**config.mk**
```make
export PLATFORM = sky130hd
export DESIGN_NAME = cmd_rx_top
export DESIGN_NICKNAME = d
export VERILOG_FILES = /design/src/rtl/cmd_rx_pkg.sv /design/src/rtl/addr_match.sv /design/src/rtl/delay_ring.sv /design/src/rtl/phase_latch.sv /design/src/rtl/cmd_rx_top.sv
export SDC_FILE = /design/constraint.sdc
export NUM_CORES = 1
export LEC_CHECK = 0
export ABC_AREA = 0
export BUFFER_PORTS_ARGS = -buffer_cell sky130_fd_sc_hd__buf_2
export CAP_MARGIN = 5
export CORE_MARGIN = 2
export CORE_UTILIZATION = 35
export CTS_BUF_LIST = sky130_fd_sc_hd__clkbuf_8
export CTS_CLUSTER_DIAMETER = 60
export DETAILED_ROUTE_END_ITERATION = 6
export SYNTH_ARGS = -nofsm -noshare
export SYNTH_HDL_FRONTEND = slang
export SYNTH_HIERARCHICAL = 1
export SYNTH_SLANG_ARGS = --single-unit
```
**constraint.sdc**
```tcl
create_clock -name clk_i -period 1.9 [get_ports clk_i]
set_input_delay 0.475 -clock clk_i [delete_from_list [all_inputs] [get_ports clk_i]]
set_output_delay 0.475 -clock clk_i [all_outputs]
set_load 0.005 [all_outputs]
```
**src/rtl/cmd_rx_pkg.sv**
```systemverilog
package cmd_rx_pkg;
  localparam int WORD_W   = 23;
  localparam int CODE_W   = 6;
  localparam int TRIG_W   = 8;
  localparam int CLU_LSB  = 17;
  localparam int DAU_LSB  = 11;
  localparam int TRIG_LSB = 3;
endpackage

```
**src/rtl/addr_match.sv**
```systemverilog
module addr_match #(
  parameter int CODE_W = 6
) (
  input  logic [CODE_W-1:0] cluster_i,
  input  logic [CODE_W-1:0] daughter_i,
  input  logic [CODE_W-1:0] loc_cluster_i,
  input  logic [CODE_W-1:0] loc_daughter_i,
  output logic              hit_o
);
  logic clu_ok, dau_ok;

  always_comb begin
    clu_ok = (cluster_i == '0) || (cluster_i == loc_cluster_i);
    dau_ok = (daughter_i == '0) || (daughter_i == loc_daughter_i);
    hit_o  = clu_ok && dau_ok;
  end
endmodule

```
**src/rtl/delay_ring.sv**
```systemverilog
module delay_ring #(
  parameter int WORD_W = 23,
  parameter int DEPTH  = 8,
  localparam int PTR_W = $clog2(DEPTH)
) (
  input  logic              clk_i,
  input  logic              rst_ni,
  input  logic              wr_en_i,
  input  logic [WORD_W-1:0] wr_data_i,
  input  logic [PTR_W-1:0]  offset_i,
  output logic [WORD_W-1:0] rd_data_o
);
  logic [WORD_W-1:0] mem_q [DEPTH];
  logic [PTR_W-1:0]  wr_ptr_q;
  logic [PTR_W-1:0]  rd_idx_q;

  always_ff @(posedge clk_i or negedge rst_ni) begin
    if (!rst_ni) begin
      for (int i = 0; i < DEPTH; i++) mem_q[i] <= '0;
      wr_ptr_q <= '0;
      rd_idx_q <= '0;
    end else if (wr_en_i) begin
      mem_q[wr_ptr_q] <= wr_data_i;
      wr_ptr_q        <= wr_ptr_q + 1'b1;
      rd_idx_q        <= wr_ptr_q - offset_i;  // read after write: offset 0 = new word
    end
  end

  assign rd_data_o = mem_q[rd_idx_q];

  a_r4_ptr_step: assert property (@(posedge clk_i) disable iff (!rst_ni)
    wr_en_i |=> wr_ptr_q == $past(wr_ptr_q) + 1'b1);
  a_r4_ptr_idle: assert property (@(posedge clk_i) disable iff (!rst_ni)
    !wr_en_i |=> $stable(wr_ptr_q));
endmodule

```
**src/rtl/phase_latch.sv**
```systemverilog
module phase_latch #(
  parameter int WORD_W   = 23,
  parameter int TRIG_W   = 8,
  parameter int TRIG_LSB = 3,
  parameter int SEL_W    = 2,
  parameter int N_STAGE  = 3
) (
  input  logic              clk_i,
  input  logic              rst_ni,
  input  logic              start_i,
  input  logic [SEL_W-1:0]  sel_i,
  input  logic [WORD_W-1:0] din_i,
  input  logic [TRIG_W-1:0] mask_i,
  output logic [WORD_W-1:0] data_o,
  output logic              valid_o,
  output logic              trig_found_o
);
  localparam logic [SEL_W-1:0] LAST = SEL_W'(N_STAGE - 1);

  logic [SEL_W-1:0] sel_eff;
  logic [SEL_W-1:0] cnt_q;
  logic             busy_q;

  assign sel_eff = (sel_i > LAST) ? LAST : sel_i;

  always_ff @(posedge clk_i or negedge rst_ni) begin
    if (!rst_ni) begin
      cnt_q        <= '0;
      busy_q       <= 1'b0;
      valid_o      <= 1'b0;
      data_o       <= '0;
      trig_found_o <= 1'b0;
    end else if (start_i) begin
      cnt_q   <= sel_eff;
      busy_q  <= 1'b1;
      valid_o <= 1'b0;
    end else if (busy_q) begin
      if (cnt_q == '0) begin
        data_o       <= din_i;
        trig_found_o <= |(din_i[TRIG_LSB +: TRIG_W] & mask_i);
        valid_o      <= 1'b1;
        busy_q       <= 1'b0;
      end else begin
        cnt_q   <= cnt_q - 1'b1;
        valid_o <= 1'b0;
      end
    end else begin
      valid_o <= 1'b0;
    end
  end

  a_r5_stage0_timing: assert property (@(posedge clk_i) disable iff (!rst_ni)
    (start_i && sel_i == '0) |=> ##1 valid_o);
  a_r5_no_early: assert property (@(posedge clk_i) disable iff (!rst_ni)
    start_i |=> !valid_o);
  a_r5_single: assert property (@(posedge clk_i) disable iff (!rst_ni)
    valid_o |=> !valid_o);
  a_r6_hold: assert property (@(posedge clk_i) disable iff (!rst_ni)
    !valid_o |-> ($stable(data_o) && $stable(trig_found_o)));
endmodule

```
**src/rtl/cmd_rx_top.sv**
```systemverilog
module cmd_rx_top
  import cmd_rx_pkg::*;
#(
  parameter int DEPTH   = 8,
  parameter int N_STAGE = 3,
  localparam int OFF_W  = $clog2(DEPTH)
) (
  input  logic              clk_i,
  input  logic              rst_ni,
  input  logic              bx_pulse_i,
  input  logic [WORD_W-1:0] cmd_word_i,
  input  logic [CODE_W-1:0] loc_cluster_i,
  input  logic [CODE_W-1:0] loc_daughter_i,
  input  logic [OFF_W-1:0]  offset_i,
  input  logic [1:0]        stage_sel_i,
  input  logic [TRIG_W-1:0] trig_mask_i,
  output logic              hit_o,
  output logic              data_valid_o,
  output logic [WORD_W-1:0] data_o,
  output logic              trig_found_o
);
  logic              hit_c;
  logic [WORD_W-1:0] wr_word;
  logic [WORD_W-1:0] rd_word;

  addr_match #(.CODE_W(CODE_W)) u_match (
    .cluster_i      (cmd_word_i[CLU_LSB +: CODE_W]),
    .daughter_i     (cmd_word_i[DAU_LSB +: CODE_W]),
    .loc_cluster_i  (loc_cluster_i),
    .loc_daughter_i (loc_daughter_i),
    .hit_o          (hit_c)
  );

  assign wr_word = hit_c ? cmd_word_i : '0;

  always_ff @(posedge clk_i or negedge rst_ni) begin
    if (!rst_ni)         hit_o <= 1'b0;
    else if (bx_pulse_i) hit_o <= hit_c;
  end

  delay_ring #(.WORD_W(WORD_W), .DEPTH(DEPTH)) u_ring (
    .clk_i     (clk_i),
    .rst_ni    (rst_ni),
    .wr_en_i   (bx_pulse_i),
    .wr_data_i (wr_word),
    .offset_i  (offset_i),
    .rd_data_o (rd_word)
  );

  phase_latch #(
    .WORD_W(WORD_W), .TRIG_W(TRIG_W), .TRIG_LSB(TRIG_LSB),
    .SEL_W(2), .N_STAGE(N_STAGE)
  ) u_latch (
    .clk_i        (clk_i),
    .rst_ni       (rst_ni),
    .start_i      (bx_pulse_i),
    .sel_i        (stage_sel_i),
    .din_i        (rd_word),
    .mask_i       (trig_mask_i),
    .data_o       (data_o),
    .valid_o      (data_valid_o),
    .trig_found_o (trig_found_o)
  );

  a_r2_hit_hold: assert property (@(posedge clk_i) disable iff (!rst_ni)
    !bx_pulse_i |=> $stable(hit_o));
  a_r1_broadcast: assert property (@(posedge clk_i) disable iff (!rst_ni)
    (bx_pulse_i && cmd_word_i[CLU_LSB +: CODE_W] == '0
                && cmd_word_i[DAU_LSB +: CODE_W] == '0) |=> hit_o);
endmodule

```
==> summary.log <==
INFO  outcome        status=finished, violations left
INFO  outcome        failed_checks=negative setup slack
INFO  pwr            switching_share=29.5%
INFO  sta            setup_viol=16
INFO  setup_path     timing.reg2reg.worst_path_depth=7
INFO  setup_path     critical_path_required=2.30ns
INFO  clocking       clockBufferDepth=3
INFO  pwr            power.share.clock=32.9%
INFO  pwr            power.switching=3.66mW
INFO  setup_path     max_stage_delay=0.49ns
INFO  finish         layout.nets=812
INFO  clocking       clock_tree.htree_level_count=2
INFO  hold_path      min-delay-path-class=in2reg
INFO  finish         n_antenna_cell=0
INFO  routing        drcViolationCount=0
INFO  sta            timing.clock.skew=0.0249ns
INFO  finish         design_area=12,300um2
INFO  routing        wl=23.8mm
INFO  synthesis      avgSynthCellArea=16.3um2
INFO  global_route   grt_pass1_vias=6,639
INFO  pwr            power.share.sequential=40.0%
INFO  synthesis      asyncSetResetFlopFracSynth=100%
INFO  floorplan      design.die.area=30,400um2
INFO  sta            worstMarginPinSlew=0.502ns
INFO  setup_path     reg2reg_from=u_ring/rd_idx_q[0]
INFO  job            max-cap-violations=0
INFO  synthesis      synth_edf_count=0
INFO  finish         fraction_of_final_layout_cells_sized_beyond_drive_strength_1=61.5%
INFO  sta            post-route-period-util=104%
INFO  floorplan      die_x=174um
INFO  routing        detailedRoute.firstIterationViolations=240
INFO  synthesis      synth_top_cell_by_area=dfrtp_1
INFO  pwr            power.internal=8.73mW
INFO  clocking       clock_pin_slew_reported_for_the_worst_setup_and_hold_paths_after_clock_tree_synthesis=0.06ns
INFO  routing        route.vias.total=5,815
INFO  setup_path     cell_breakdown_of_the_critical_path=buf_12, buf_12, mux4_2, mux2_4, a22oi_2, and4_1, o21ai_1
INFO  placed_design  port_buffers=76
INFO  routing        antenna_violating_nets_post_route=0
INFO  synthesis      ranking_of_synthesized_cells_by_area=dfrtp_1 54%, mux2_2 23%, mux4_2 9.8%
INFO  synthesis      synth-seq-area-share=53.9%
INFO  setup_path     crit_type=reg2reg
INFO  floorplan      num_io_pins=77
INFO  placed_design  placed_cells=1,096
INFO  global_route   track_usage=16.1%
INFO  global_route   grt_max_degree=56
INFO  sta            final.setup.tns=-0.614ns
INFO  placed_design  globalplace.congestion=0.707
INFO  sta            setup_repair_after_global_routing_missed_its_margin=true
INFO  sta            timing.max_slew.rel_slack=66.5%
INFO  hold_path      timing.hold.worst.start=stage_sel_i[1]
INFO  sta            layout_min_cycle_time=1.98ns
INFO  setup_path     timing.rr.end=u_latch/trig_found_o
INFO  clocking       clockRootBuffer=clkbuf_8
INFO  finish         layout_common_cells=217 x dfrtp_1, 197 x mux2_2, 75 x buf_2
INFO  synthesis      ys_dominant_reg_cell=dfrtp_1
INFO  setup_path     crit_arrival=2.38ns
INFO  sta            max_freq=506MHz
INFO  global_route   antenna_found_initial=0
INFO  finish         instances_no_fill=1,164
INFO  placed_design  dp_hpwl=15.0mm
INFO  setup_path     critPathMaxFanout=7
INFO  sta            timing.final.ws_setup=-0.0759ns
INFO  setup_path     most_used_cell_cp=buf_12
INFO  finish         area_delta_synth_final=21.4%
INFO  clocking       cts_sinks=219
INFO  synthesis      syn_area=10,200um2
INFO  pwr            largest_vdd_supply_drop=426uV
INFO  hold_path      hold_path_end=u_latch/cnt_q[0]
INFO  routing        wire_per_inst=20.4um
INFO  synthesis      syn_nets=679
INFO  setup_path     worstSetupStartpointType=register
INFO  setup_path     worst_setup_path_end_kind=register
INFO  pwr            combinationalPowerShare=27.1%
INFO  floorplan      rows=62
INFO  floorplan      core_area=28,600um2
INFO  pwr            power_per_cell_area=1000nW/um2
INFO  hold_path      min_delay_path_depth=2
INFO  floorplan      chipHeight=174um
INFO  floorplan      initial_utilization=35.5%
INFO  synthesis      synth.top_cell.area_share=53.9%
INFO  clocking       worst_skew_pair_latency=0.53ns
INFO  sta            final-hold-violation-count=0
INFO  finish         final_common_cell=dfrtp_1
INFO  sta            report.final.slew_viol_count=0
INFO  synthesis      register_bit_total_from_synthesis=219
INFO  routing        detail_route.vias_per_cell=5.00
INFO  synthesis      synth_cell_types=38
INFO  synthesis      number_of_standard_cells_after_synthesis=624
INFO  global_route   grt_pass1_wl=37.9mm
INFO  clocking       clock_buffer_count_from_cts=38
INFO  routing        detail_route.first_pass.iterations=4
INFO  placed_design  dpl_cell_area=11,500um2
INFO  setup_path     slowest_stage=mux4_2
INFO  synthesis      yosysWarningCount=6
INFO  setup_path     reg2reg_setup_slack=-0.08ns
INFO  clocking       tritoncts=built
INFO  global_route   global_route.overflow_total=0
INFO  pwr            leakagePower=6.22nW
[through the flow]
| step | power (mW) | setup slack, ns | utilization [%] | hold slack [ns] |
|---|---|---|---|---|
| final | 12.4 | -0.0759 | 43.1 | 0.174 |
| after global routing | 13.0 | -0.137 | 43.1 | 0.157 |
| after CTS | 12.6 | -0.110 | 43.1 | 0.145 |
| after detailed placement | 8.23 | -0.322 | 40.1 | 0.465 |
| after global placement | 8.15 | -0.249 | 40.1 | 0.459 |
| after floorplan | 6.86 | -0.0398 | - | 0.179 |
[how the worst max path moves through the flow]
stage / start / to / slack (ns) / cells past startpoint
5_1_grt: u_ring/rd_idx_q[0] / u_latch/trig_found_o / -0.14 / 7
4_1_cts: u_ring/rd_idx_q[0] / u_latch/trig_found_o / -0.11 / 7
6_report: u_ring/rd_idx_q[0] / u_latch/trig_found_o / -0.08 / 7
3_5_place_dp: cmd_word_i[22] / u_ring/mem_q[179] / -0.32 / 7
2_1_floorplan: u_ring/rd_idx_q[0] / u_latch/trig_found_o / -0.04 / 7
3_3_place_gp: cmd_word_i[22] / u_ring/mem_q[117] / -0.25 / 7
[what timing repair did]
| action | 4_1_cts | 5_1_grt |
|---|---|---|
| endpoints found under the hold margin | 44 | 0 |
| resized for setup | 14 | 2 |
| endpoints found under the setup margin | 15 | 16 |
| hold buffers | 1 | 0 |
| pin swaps | 0 | 1 |
| cloned | 2 | 0 |
| buffers inserted | 2 | 0 |
[cells by family (layout without fill, tap and decap cells)]
group / count (synthesis) / in the layout / share of synthesized area, %
buf+inv: 45 / 201 / 2.78
compound gates: 11 / 11 / 0.690
fa+ha+maj: 4 / 4 / 0.567
xor+xnor: 16 / 16 / 1.53
simple gates: 50 / 50 / 3.77
flops: 219 / 219 / 53.9
mux: 279 / 279 / 36.7
[flip-flops by register name, indices dropped and copies added, names as in the netlist]
name	flops
u_latch/valid_o	1
u_latch/busy_q	1
u_latch/cnt_q	2
u_latch/trig_found_o	1
u_ring/wr_ptr_q	3
u_ring/mem_q	184
hit_o	1
u_latch/data_o	23
u_ring/rd_idx_q	3
[cell usage after synthesis, drive strengths merged (2+ instances only)]
cell type  count
nand4b         3
buf           34
nand2b         2
xnor2         10
xor2           5
mux2         233
dfrtp        219
a22oi          4
or4            2
nand2          5
mux4          46
ha             3
inv            5
clkbuf         6
a21oi          2
nor4bb         3
nor2           2
o21ai          3
nand4          3
and2          23
nor3           4
[critical path: cells and delay by family, from the launching register on]
| family | cells | cell delay (ns) |
|---|---|---|
| AO/OA/AOI/OAI | 2 | 0.23 |
| AND/OR/NAND/NOR | 1 | 0.19 |
| multiplexers | 2 | 0.79 |
| buffers and inverters | 2 | 0.28 |
| flip-flops | 1 | 0.37 |
[area by class of cell]
| cell class | count | area (um2) |
|---|---|---|
| inverters | 5 | 18.8 |
| repair buffers | 133 | 1140 |
| multi-input cells | 360 | 4500 |
| well taps | 384 | 480 |
| flip-flops and latches | 219 | 5480 |
| clock buffers | 45 | 619 |
| clock inverters | 18 | 100 |
| fillers | 2597 | 16300 |
[power groups by stage]
stage	Clock, mW	Combinational [mW]	Sequential, mW
global placement	0	3.11	5.04
global route	4.46	3.57	4.96
floorplan	0	1.97	4.90
detailed placement	0	3.17	5.05
CTS	4.24	3.44	4.95
finish	4.08	3.36	4.95
[metal layers]
| metal | vias up | GRT usage [%] | part of all wire [%] |
|---|---|---|---|
| met4 | 0 | 4.69 | 2.1 |
| met1 | 3072 | 21.1 | 45 |
| met2 | 118 | 27.5 | 50 |
| li1 | 2584 | - | - |
| met3 | 41 | 2.84 | 3.2 |
| met5 | - | 0 | 0 |
No activity file was read; power rests on OpenSTA's default activity.
